### src/rtl/mrg_pkg.sv
package mrg_pkg;
  localparam int SHAPE_W = 32;
  localparam int FLD_W   = 6;
  localparam int OFS_W   = 4;

  typedef struct packed {
    logic [1:0]       mode;
    logic [1:0]       skip;
    logic [OFS_W-1:0] ofs;
    logic [2:0]       inv;
    logic [2:0]       perm;
    logic [FLD_W-1:0] zlast;
    logic [FLD_W-1:0] ylast;
    logic [FLD_W-1:0] xlast;
  } shape_t;

  // Loop order packed as {outer, middle, inner}, two bits per axis id.
  function automatic logic [5:0] loop_order(input logic [2:0] perm);
    case (perm)
      3'd1:    return {2'd1, 2'd2, 2'd0};
      3'd2:    return {2'd2, 2'd0, 2'd1};
      3'd3:    return {2'd0, 2'd2, 2'd1};
      3'd4:    return {2'd1, 2'd0, 2'd2};
      3'd5:    return {2'd0, 2'd1, 2'd2};
      default: return {2'd2, 2'd1, 2'd0};
    endcase
  endfunction

  function automatic logic [1:0] level_of(input logic [5:0] ord, input logic [1:0] ax);
    if (ord[1:0] == ax)      return 2'd0;
    else if (ord[3:2] == ax) return 2'd1;
    else                     return 2'd2;
  endfunction
endpackage

### src/rtl/mrg_shape_dec.sv
module mrg_shape_dec
  import mrg_pkg::*;
(
  input  logic [SHAPE_W-1:0]         shape_i,
  output logic [2:0][FLD_W-1:0]      last_o,
  output logic [2:0]                 inv_o,
  output logic [5:0]                 order_o,
  output logic [2:0]                 keep_o,
  output logic [OFS_W-1:0]           ofs_o,
  output logic                       linear_o
);
  shape_t sh;
  logic [1:0] drop_ax;

  always_comb begin
    sh       = shape_t'(shape_i);
    last_o   = {sh.zlast, sh.ylast, sh.xlast};
    inv_o    = sh.inv;
    order_o  = loop_order(sh.perm);
    ofs_o    = sh.ofs;
    linear_o = (shape_i == '0);
    keep_o   = 3'b111;
    drop_ax  = 2'd0;
    if (sh.skip != 2'd0) begin
      case (sh.skip)
        2'd1:    drop_ax = order_o[1:0];
        2'd2:    drop_ax = order_o[3:2];
        default: drop_ax = order_o[5:4];
      endcase
      keep_o[drop_ax] = 1'b0;
    end
  end
endmodule

### src/rtl/mrg_axis_ctr.sv
module mrg_axis_ctr #(
  parameter int DIM_W = 6
) (
  input  logic             clk,
  input  logic             rst_n,
  input  logic             clr_i,
  input  logic             adv_i,
  input  logic [DIM_W-1:0] last_i,
  output logic [DIM_W-1:0] pos_o,
  output logic             wrap_o
);
  assign wrap_o = (pos_o == last_i);

  always_ff @(posedge clk or negedge rst_n) begin
    if (!rst_n)      pos_o <= '0;
    else if (clr_i)  pos_o <= '0;
    else if (adv_i)  pos_o <= wrap_o ? '0 : pos_o + 1'b1;
  end
endmodule

### src/rtl/mrg_idx_comp.sv
module mrg_idx_comp
  import mrg_pkg::*;
#(
  parameter int VL_W  = 7,
  parameter int IDX_W = 3*FLD_W + 1
) (
  input  logic [2:0][FLD_W-1:0] pos_i,
  input  logic [2:0][FLD_W-1:0] last_i,
  input  logic [2:0]            inv_i,
  input  logic [2:0]            keep_i,
  input  logic [OFS_W-1:0]      ofs_i,
  input  logic                  linear_i,
  input  logic [VL_W-1:0]       step_no_i,
  output logic [IDX_W-1:0]      idx_o
);
  function automatic logic [IDX_W-1:0] axis_val(input logic [FLD_W-1:0] p,
                                                input logic [FLD_W-1:0] l,
                                                input logic rev);
    return rev ? IDX_W'(l - p) : IDX_W'(p);
  endfunction

  function automatic logic [IDX_W-1:0] extent(input logic [FLD_W-1:0] l, input logic kept);
    return kept ? IDX_W'(l) + 1'b1 : IDX_W'(1);
  endfunction

  logic [2:0][IDX_W-1:0] val, wgt;
  logic [IDX_W-1:0]      sum;

  always_comb begin
    for (int a = 0; a < 3; a++) val[a] = axis_val(pos_i[a], last_i[a], inv_i[a]);
    wgt[0] = IDX_W'(1);
    wgt[1] = extent(last_i[0], keep_i[0]);
    wgt[2] = IDX_W'(wgt[1] * extent(last_i[1], keep_i[1]));
    sum = IDX_W'(ofs_i);
    for (int a = 0; a < 3; a++)
      if (keep_i[a]) sum = sum + IDX_W'(val[a] * wgt[a]);
    idx_o = linear_i ? IDX_W'(step_no_i) : sum;
  end
endmodule

### src/rtl/mtx_remap_gen.sv
module mtx_remap_gen
  import mrg_pkg::*;
#(
  parameter int VL_W  = 7,
  parameter int IDX_W = 3*FLD_W + 1
) (
  input  logic               clk,
  input  logic               rst_n,
  input  logic               start_i,
  input  logic [31:0]        shape_i,
  input  logic [VL_W-1:0]    vl_i,
  input  logic               step_i,
  output logic [IDX_W-1:0]   idx_o,
  output logic               idx_valid_o,
  output logic               done_o
);
  logic [SHAPE_W-1:0]     shape_q;
  logic [VL_W-1:0]        vl_q, cnt_q;
  logic                   busy_q;
  logic                   fire_w, last_step_w;

  logic [2:0][FLD_W-1:0]  last_w, pos_w;
  logic [2:0]             inv_w, keep_w, wrap_w, adv_w;
  logic [5:0]             order_w;
  logic [OFS_W-1:0]       ofs_w;
  logic                   linear_w;
  logic [IDX_W-1:0]       idx_next_w;

  assign fire_w      = step_i && !start_i && busy_q;
  assign last_step_w = (cnt_q == vl_q - 1'b1);

  mrg_shape_dec dec_i (
    .shape_i (shape_q), .last_o (last_w), .inv_o (inv_w), .order_o (order_w),
    .keep_o (keep_w), .ofs_o (ofs_w), .linear_o (linear_w)
  );

  always_comb begin
    for (int a = 0; a < 3; a++) begin
      adv_w[a] = fire_w;
      for (int b = 0; b < 3; b++)
        if (b != a && level_of(order_w, 2'(b)) < level_of(order_w, 2'(a)))
          adv_w[a] = adv_w[a] & wrap_w[b];
    end
  end

  for (genvar g = 0; g < 3; g++) begin : g_axis
    mrg_axis_ctr #(.DIM_W(FLD_W)) ctr_i (
      .clk (clk), .rst_n (rst_n), .clr_i (start_i), .adv_i (adv_w[g]),
      .last_i (last_w[g]), .pos_o (pos_w[g]), .wrap_o (wrap_w[g])
    );
  end

  mrg_idx_comp #(.VL_W(VL_W), .IDX_W(IDX_W)) comp_i (
    .pos_i (pos_w), .last_i (last_w), .inv_i (inv_w), .keep_i (keep_w),
    .ofs_i (ofs_w), .linear_i (linear_w), .step_no_i (cnt_q), .idx_o (idx_next_w)
  );

  always_ff @(posedge clk or negedge rst_n) begin
    if (!rst_n) begin
      shape_q     <= '0;
      vl_q        <= '0;
      cnt_q       <= '0;
      busy_q      <= 1'b0;
      done_o      <= 1'b0;
      idx_valid_o <= 1'b0;
      idx_o       <= '0;
    end else begin
      idx_valid_o <= fire_w;
      if (fire_w) idx_o <= idx_next_w;
      if (start_i) begin
        shape_q <= shape_i;
        vl_q    <= vl_i;
        cnt_q   <= '0;
        busy_q  <= (vl_i != '0);
        done_o  <= (vl_i == '0);
      end else if (fire_w) begin
        cnt_q <= cnt_q + 1'b1;
        if (last_step_w) begin
          busy_q <= 1'b0;
          done_o <= 1'b1;
        end
      end
    end
  end
endmodule

### config.mk
export PLATFORM = sky130hd
export DESIGN_NAME = mtx_remap_gen
export DESIGN_NICKNAME = d
export VERILOG_FILES = /design/src/rtl/mrg_pkg.sv /design/src/rtl/mrg_shape_dec.sv /design/src/rtl/mrg_axis_ctr.sv /design/src/rtl/mrg_idx_comp.sv /design/src/rtl/mtx_remap_gen.sv
export SDC_FILE = /design/constraint.sdc
export NUM_CORES = 1
export LEC_CHECK = 0
export ABC_AREA = 1
export BUFFER_PORTS_ARGS = -buffer_cell sky130_fd_sc_hd__buf_4
export CORE_ASPECT_RATIO = 0.7
export CORE_UTILIZATION = 50
export DETAILED_ROUTE_END_ITERATION = 8
export PLACE_DENSITY = 0.67
export RECOVER_POWER = 50
export SYNTH_ARGS = -nofsm -noshare
export SYNTH_HDL_FRONTEND = slang
export SYNTH_HIERARCHICAL = 1
export SYNTH_SLANG_ARGS = --single-unit
### constraint.sdc
create_clock -name clk -period 11.3 [get_ports clk]
set_clock_uncertainty 0.15 [all_clocks]
set_input_delay 2.26 -clock clk [delete_from_list [all_inputs] [get_ports clk]]
set_output_delay 2.26 -clock clk [all_outputs]
set_load 0.05 [all_outputs]
**After elaboration in Yosys (flattened, before gate mapping)**

Cells that the tools add are included.

- Flip-flop bits (word level): 86
- Input port bits: 43
- Output and inout bits: 21
- Logic and storage cells: 115

- Add/subtract/negate cells: 13
- Multiply operators: 3
- Magnitude comparators: 8
- Equal/unequal tests: 15
- Multiplexer cells: 44
- Bitwise operators: 6
- Reductions and logical operators: 16

Operator list:

| operator | count |
|---|---|
| 19-bit two-way mux | 9 |
| 19-bit by 19-bit multiplier with 19-bit output | 3 |
| 6-bit two-way mux | 9 |
| 19-bit adder | 2 |
| 32-bit logical NOT | 1 |
| 6-bit case mux with 5 select lines | 1 |
| 6-bit by 6-bit subtractor with 7-bit output | 3 |
| 4-bit by 19-bit adder with 19-bit output | 1 |
| 6-bit by 1-bit adder with 6-bit output, second input constant | 3 |
| 6-bit == test | 3 |
| 6-bit by 1-bit adder with 7-bit output, second input constant | 2 |
| 2-bit two-way mux | 7 |
| 7-bit two-way mux | 2 |
| 1-bit two-way mux | 13 |
| 2-bit less-than comparator | 6 |
| 2-bit nonzero test | 6 |
| 7-bit by 1-bit adder with 7-bit output, second input constant | 1 |
| 7-bit == test | 1 |
| 7-bit logical NOT | 1 |
| 7-bit nonzero test | 1 |
| 7-bit by 1-bit subtractor with 7-bit output, second input constant | 1 |
| 2-bit by 1-bit == test with 1-bit output, second input constant | 3 |
| 2-bit == test, second input constant | 3 |
| 3-bit by 2-bit == test with 1-bit output, second input constant | 2 |
| other kinds (13) | 21 |

**Depth between registers and ports, before layout**

- Depth after elaboration: 17
- Depth in mapped cells: 60
- Depth with buffers taken out: 60

**Modules after synthesis**

Netlist, hierarchy kept.

Modules (own cells, without submodules):

| module | times used | cells each | area each (µm²) | seq. area each (µm²) |
|---|---|---|---|---|
| mrg_idx_comp | 1 | 1636 | 11760.0 | 0.0 |
| mtx_remap_gen | 1 | 388 | 3124.2 | 1701.6 |
| mrg_axis_ctr | 3 | 65 | 444.2 | 150.1 |
| mrg_shape_dec | 1 | 89 | 508.0 | 0.0 |

**Least setup slack after synthesis**

OpenSTA, ideal clock, no wires.

- Path type: register to register
- Start point: register shape_q[28]
- End point: register idx_o[18]
- Library setup time: 119 ps
- Arrival: 10486 ps
- Required time: 11031 ps
- Slack: 545 ps
- Cell stages (with the launch flop): 53
- Buffers on the path: 1
- Clock period less this slack: 10755 ps
- Path through: dfrtp_1 inv_1 ha_1 inv_1 nand2_2 a21oi_2 nand3_1 inv_1 clkbuf_1 nor3_1 inv_1 nor2_1 fa_1 inv_1 fa_1 inv_1 fa_1 inv_1 [... 17 more ...] fa_1 fa_1 fa_1 inv_1 fa_1 ha_1 inv_1 nor3_1 nand2_1 or2_2 o311ai_0 nand3_1 nand3_2 nand2_1 inv_1 nor2_1 nand2_1 nand2_1

- Elaborated cells between the ends (all ways): 24
- Classes of those cells: 2 x add/sub; 3 x mul; 2 x order compare; 2 x eq/ne; 11 x mux; 1 x bitwise; 3 x reduce/logical

RTL lines:

| element | line | RTL |
|---|---|---|
| start, declared | mtx_remap_gen.sv:17 | `logic [SHAPE_W-1:0] shape_q;` |
| start signal, assigned | mtx_remap_gen.sv:71 | `shape_q <= shape_i;` |
| 2-bit == test or 2-bit by 1-bit == test with 1-bit output (tied branches) | mrg_shape_dec.sv:25 | `case (sh.skip)` |
| 2-bit case mux with 2 select lines | mrg_shape_dec.sv:25 |  |
| 2-bit two-way mux | mrg_shape_dec.sv:24 | `if (sh.skip != 2'd0) begin` |
| 2-bit by 3-bit less-than comparator with 1-bit output (not written as such) or 2-bit by 1-bit >= comparator with 1-bit output (tied branches) | mrg_shape_dec.sv:30 | `keep_o[drop_ax] = 1'b0;` |
| 1-bit logical AND (not written as such) | mrg_shape_dec.sv:30 |  |
| 1-bit two-way mux (not written as such) | mrg_shape_dec.sv:30 |  |
| 1-bit demux with 2-bit select | - |  |
| 3-bit NOT (no source line) | - |  |
| 3-bit two-way mux * | mrg_shape_dec.sv:24 |  |
| via keep_w[1] | mtx_remap_gen.sv:23 | `logic [2:0] inv_w, keep_w, wrap_w, adv_w;` |
| 19-bit two-way mux | mrg_idx_comp.sv:23 | `return kept ? IDX_W'(l) + 1'b1 : IDX_W'(1);` |
| 19-bit by 19-bit multiplier with 19-bit output | mrg_idx_comp.sv:33 | `wgt[2] = IDX_W'(wgt[1] * extent(last_i[1], keep_i[1]));` |
| 19-bit by 19-bit multiplier with 19-bit output | mrg_idx_comp.sv:36 | `if (keep_i[a]) sum = sum + IDX_W'(val[a] * wgt[a]);` |
| 19-bit adder | mrg_idx_comp.sv:36 |  |
| 19-bit two-way mux * | mrg_idx_comp.sv:36 |  |
| 19-bit two-way mux * | mrg_idx_comp.sv:37 | `idx_o = linear_i ? IDX_W'(step_no_i) : sum;` |
| via idx_next_w[18] | mtx_remap_gen.sv:27 | `logic [IDX_W-1:0] idx_next_w;` |
| end signal, assigned | mtx_remap_gen.sv:69 | `if (fire_w) idx_o <= idx_next_w;` |
| end, declared | mtx_remap_gen.sv:13 | `output logic [IDX_W-1:0] idx_o,` |

Mark *: on every way through the listed nets, which the timed path passes. The rest lies on a longest branch. The select of a mux whose other input is x is not followed.
A chain may end at the register's enable or synchronous reset.

**Worst setup path in the final report**

Same ends and word-level chain as after synthesis.

==> qor.yml <==
critical_path:
  arrival_ns: 11.03
  cp_slowest_stage_delay_ns: 0.65
  path_common_cell: "inv_1"
  reg2reg_slack_ns: 0.43
  path_max_fanout: 21
  worstPathRequired_ns: 11.46
  crit_path_end_kind: "flop"
  cp_slowest_cell: "fa_2"
  cp-start-kind: "flop"
  critPathKind: "reg2reg"
cells_and_area:
  n_antenna_cell: 0
  fin_area_sq_um: 18100
  syn2layout_area_growth_pct: 8.49
  nNetsFinal: 2786
  drive_above_1_share_pct: 10.5
timing:
  finalHoldViolations: 0
  finalCritPeriodShare_pct: 96.2
  max_freq_mhz: 92.0
  setup_viol: 0
  slew_headroom_pct: -133
  min_period_ns: 10.87
  worstMarginPinSlew_ns: 3.49
  slew_violations: 103
  rsz0062_at_grt: "true"
  holdWs_ns: 0.326
synth:
  avgSynthCellArea_sq_um: 7.25
  synth_cells: 2307
  netlist_area_sq_um: 16700
  synth_warnings: 6
  syn_nets: 2731
die:
  die_h_um: 155
  dieArea_sq_um: 34200
  rows: 55
  io_pins: 64
  fp.dieW_um: 221
  core-area_sq_um: 32600
  start_util_pct: 51.3
cts:
  cts_buffers: 9
  cts_sinks: 86
  insertion_delay_ns: 0.37
  clock_path_buffers: 2
  cts-root-buf: "clkbuf_16"
  cts_tree: "done"
  htree_levels: 3
  clk_pin_slew_worst_paths_ns: 0.08
drt:
  vias_per_cell: 5.17
  dr.pass1.iters: 5
  first_iter_violations: 1150
  antenna_left: 0
  wirelength_um: 44100
  drc: 0
  vias: 14400
  wl_per_cell_um: 15.8
hold_path:
  hp-class: "reg2reg"
global_routing:
  grt_pass1_wl_um: 73500
  antenna_found_initial: 0
  grt_pass1_vias: 14100
  grt_util_all_layers_pct: 27.4
  overflow: 0
  grt_max_degree: 64
place:
  dpl_cell_area_sq_um: 17700
  gp_congestion: 0.935
  dp_hpwl_um: 37500
  port_buffers: 63
status:
  violations: "capacitance limit, slew limit"
  status: "finished with violations"
job:
  maxCapViolCount: 2
==> worst paths after layout <==
path                             start          end  depth (start not counted)
max                        shape_q[28]    idx_o[18]                         48
min                        shape_q[31]  shape_q[31]                          2
max reg2reg                shape_q[28]    idx_o[18]                         48
min reg2reg                shape_q[31]  shape_q[31]                          2
max in group asynchronous        rst_n    idx_o[10]                          2
min in group asynchronous        rst_n   shape_q[7]                          1
==> stage by stage <==
stage	setup TNS (ns)	setup WS (ns)	std cells	util, %
after detailed placement	-0.106	-0.106	2776	54.2
after global routing	-0.112	-0.0870	2794	55.6
final	0	0.429	2794	55.6
after CTS	0	0.0395	2792	55.1
after global placement	0	0.0968	2776	54.2
after floorplan	0	0.545	2307	-
==> worst max-delay path, delay by kind of cell, from the launching register on <==
| family | cells | cell delay (ns) |
|---|---|---|
| and+or+nand+nor | 20 | 2.26 |
| AOI/OAI and AO/OA | 2 | 0.31 |
| xor gates and xnor gates | 1 | 0.21 |
| buffers and inverters | 11 | 0.85 |
| adders and majority gates | 14 | 6.60 |
| DFF | 1 | 0.38 |
==> metal layers <==
metal	global-route usage, %	up-vias	wire length [um]
li1	-	7086	-
met1	43.2	6878	22500
met2	38.9	445	17800
met3	5.61	33	3420
met4	3.65	0	444
met5	0	-	0
==> area by class of cell <==
type                            instances  area [sq um]
Sequential cell                        86          2150
Clock inverter                          7          67.6
Tap cell                              427           534
Timing Repair Buffer                  102           774
Inverter                              504          1890
Multi-Input combinational cell       1659         12500
Clock buffer                            9           225
Fill cell                            3205         14500
==> timing repair <==
item                                    in CTS  in global routing
resized for setup                            7                 31
cloned                                       0                  0
pin swaps                                    2                  9
endpoints found under the setup margin       1                  5
hold buffers                                 0                  0
buffers inserted                             0                  2
==> state kept, by name (all words and copies together), names as in the netlist <==
register / cells
busy_q: 1
shape_q: 32
cnt_q: 7
vl_q: 7
done_o: 1
idx_o: 19
idx_valid_o: 1
g_axis.ctr_i/pos_o: 18
==> cell usage in the layout, fill, tap and decap left out, types with 4 or more instances in the layout <==
cell type  instances
nor2_1           210
a211oi_1           4
nand3_1           65
a21oi_1           95
o21ai_0           63
a31oi_1            5
nand2_2           34
nor2_2            21
nand2_1          601
xor2_1            34
o22ai_1            4
xnor2_1           23
ha_1             169
nor3_1            10
clkbuf_16          9
nand3_2           15
buf_4             97
inv_2             21
inv_1            478
nor2_4             6
o21ai_1            9
nand4_1           24
fa_1             206
clkinv_1           4
dfrtp_1           86
nor3_2             5
Power is left out: the tool's default activity adds up to more than one toggle a clock period on the data nets, which glitch-free logic cannot reach.
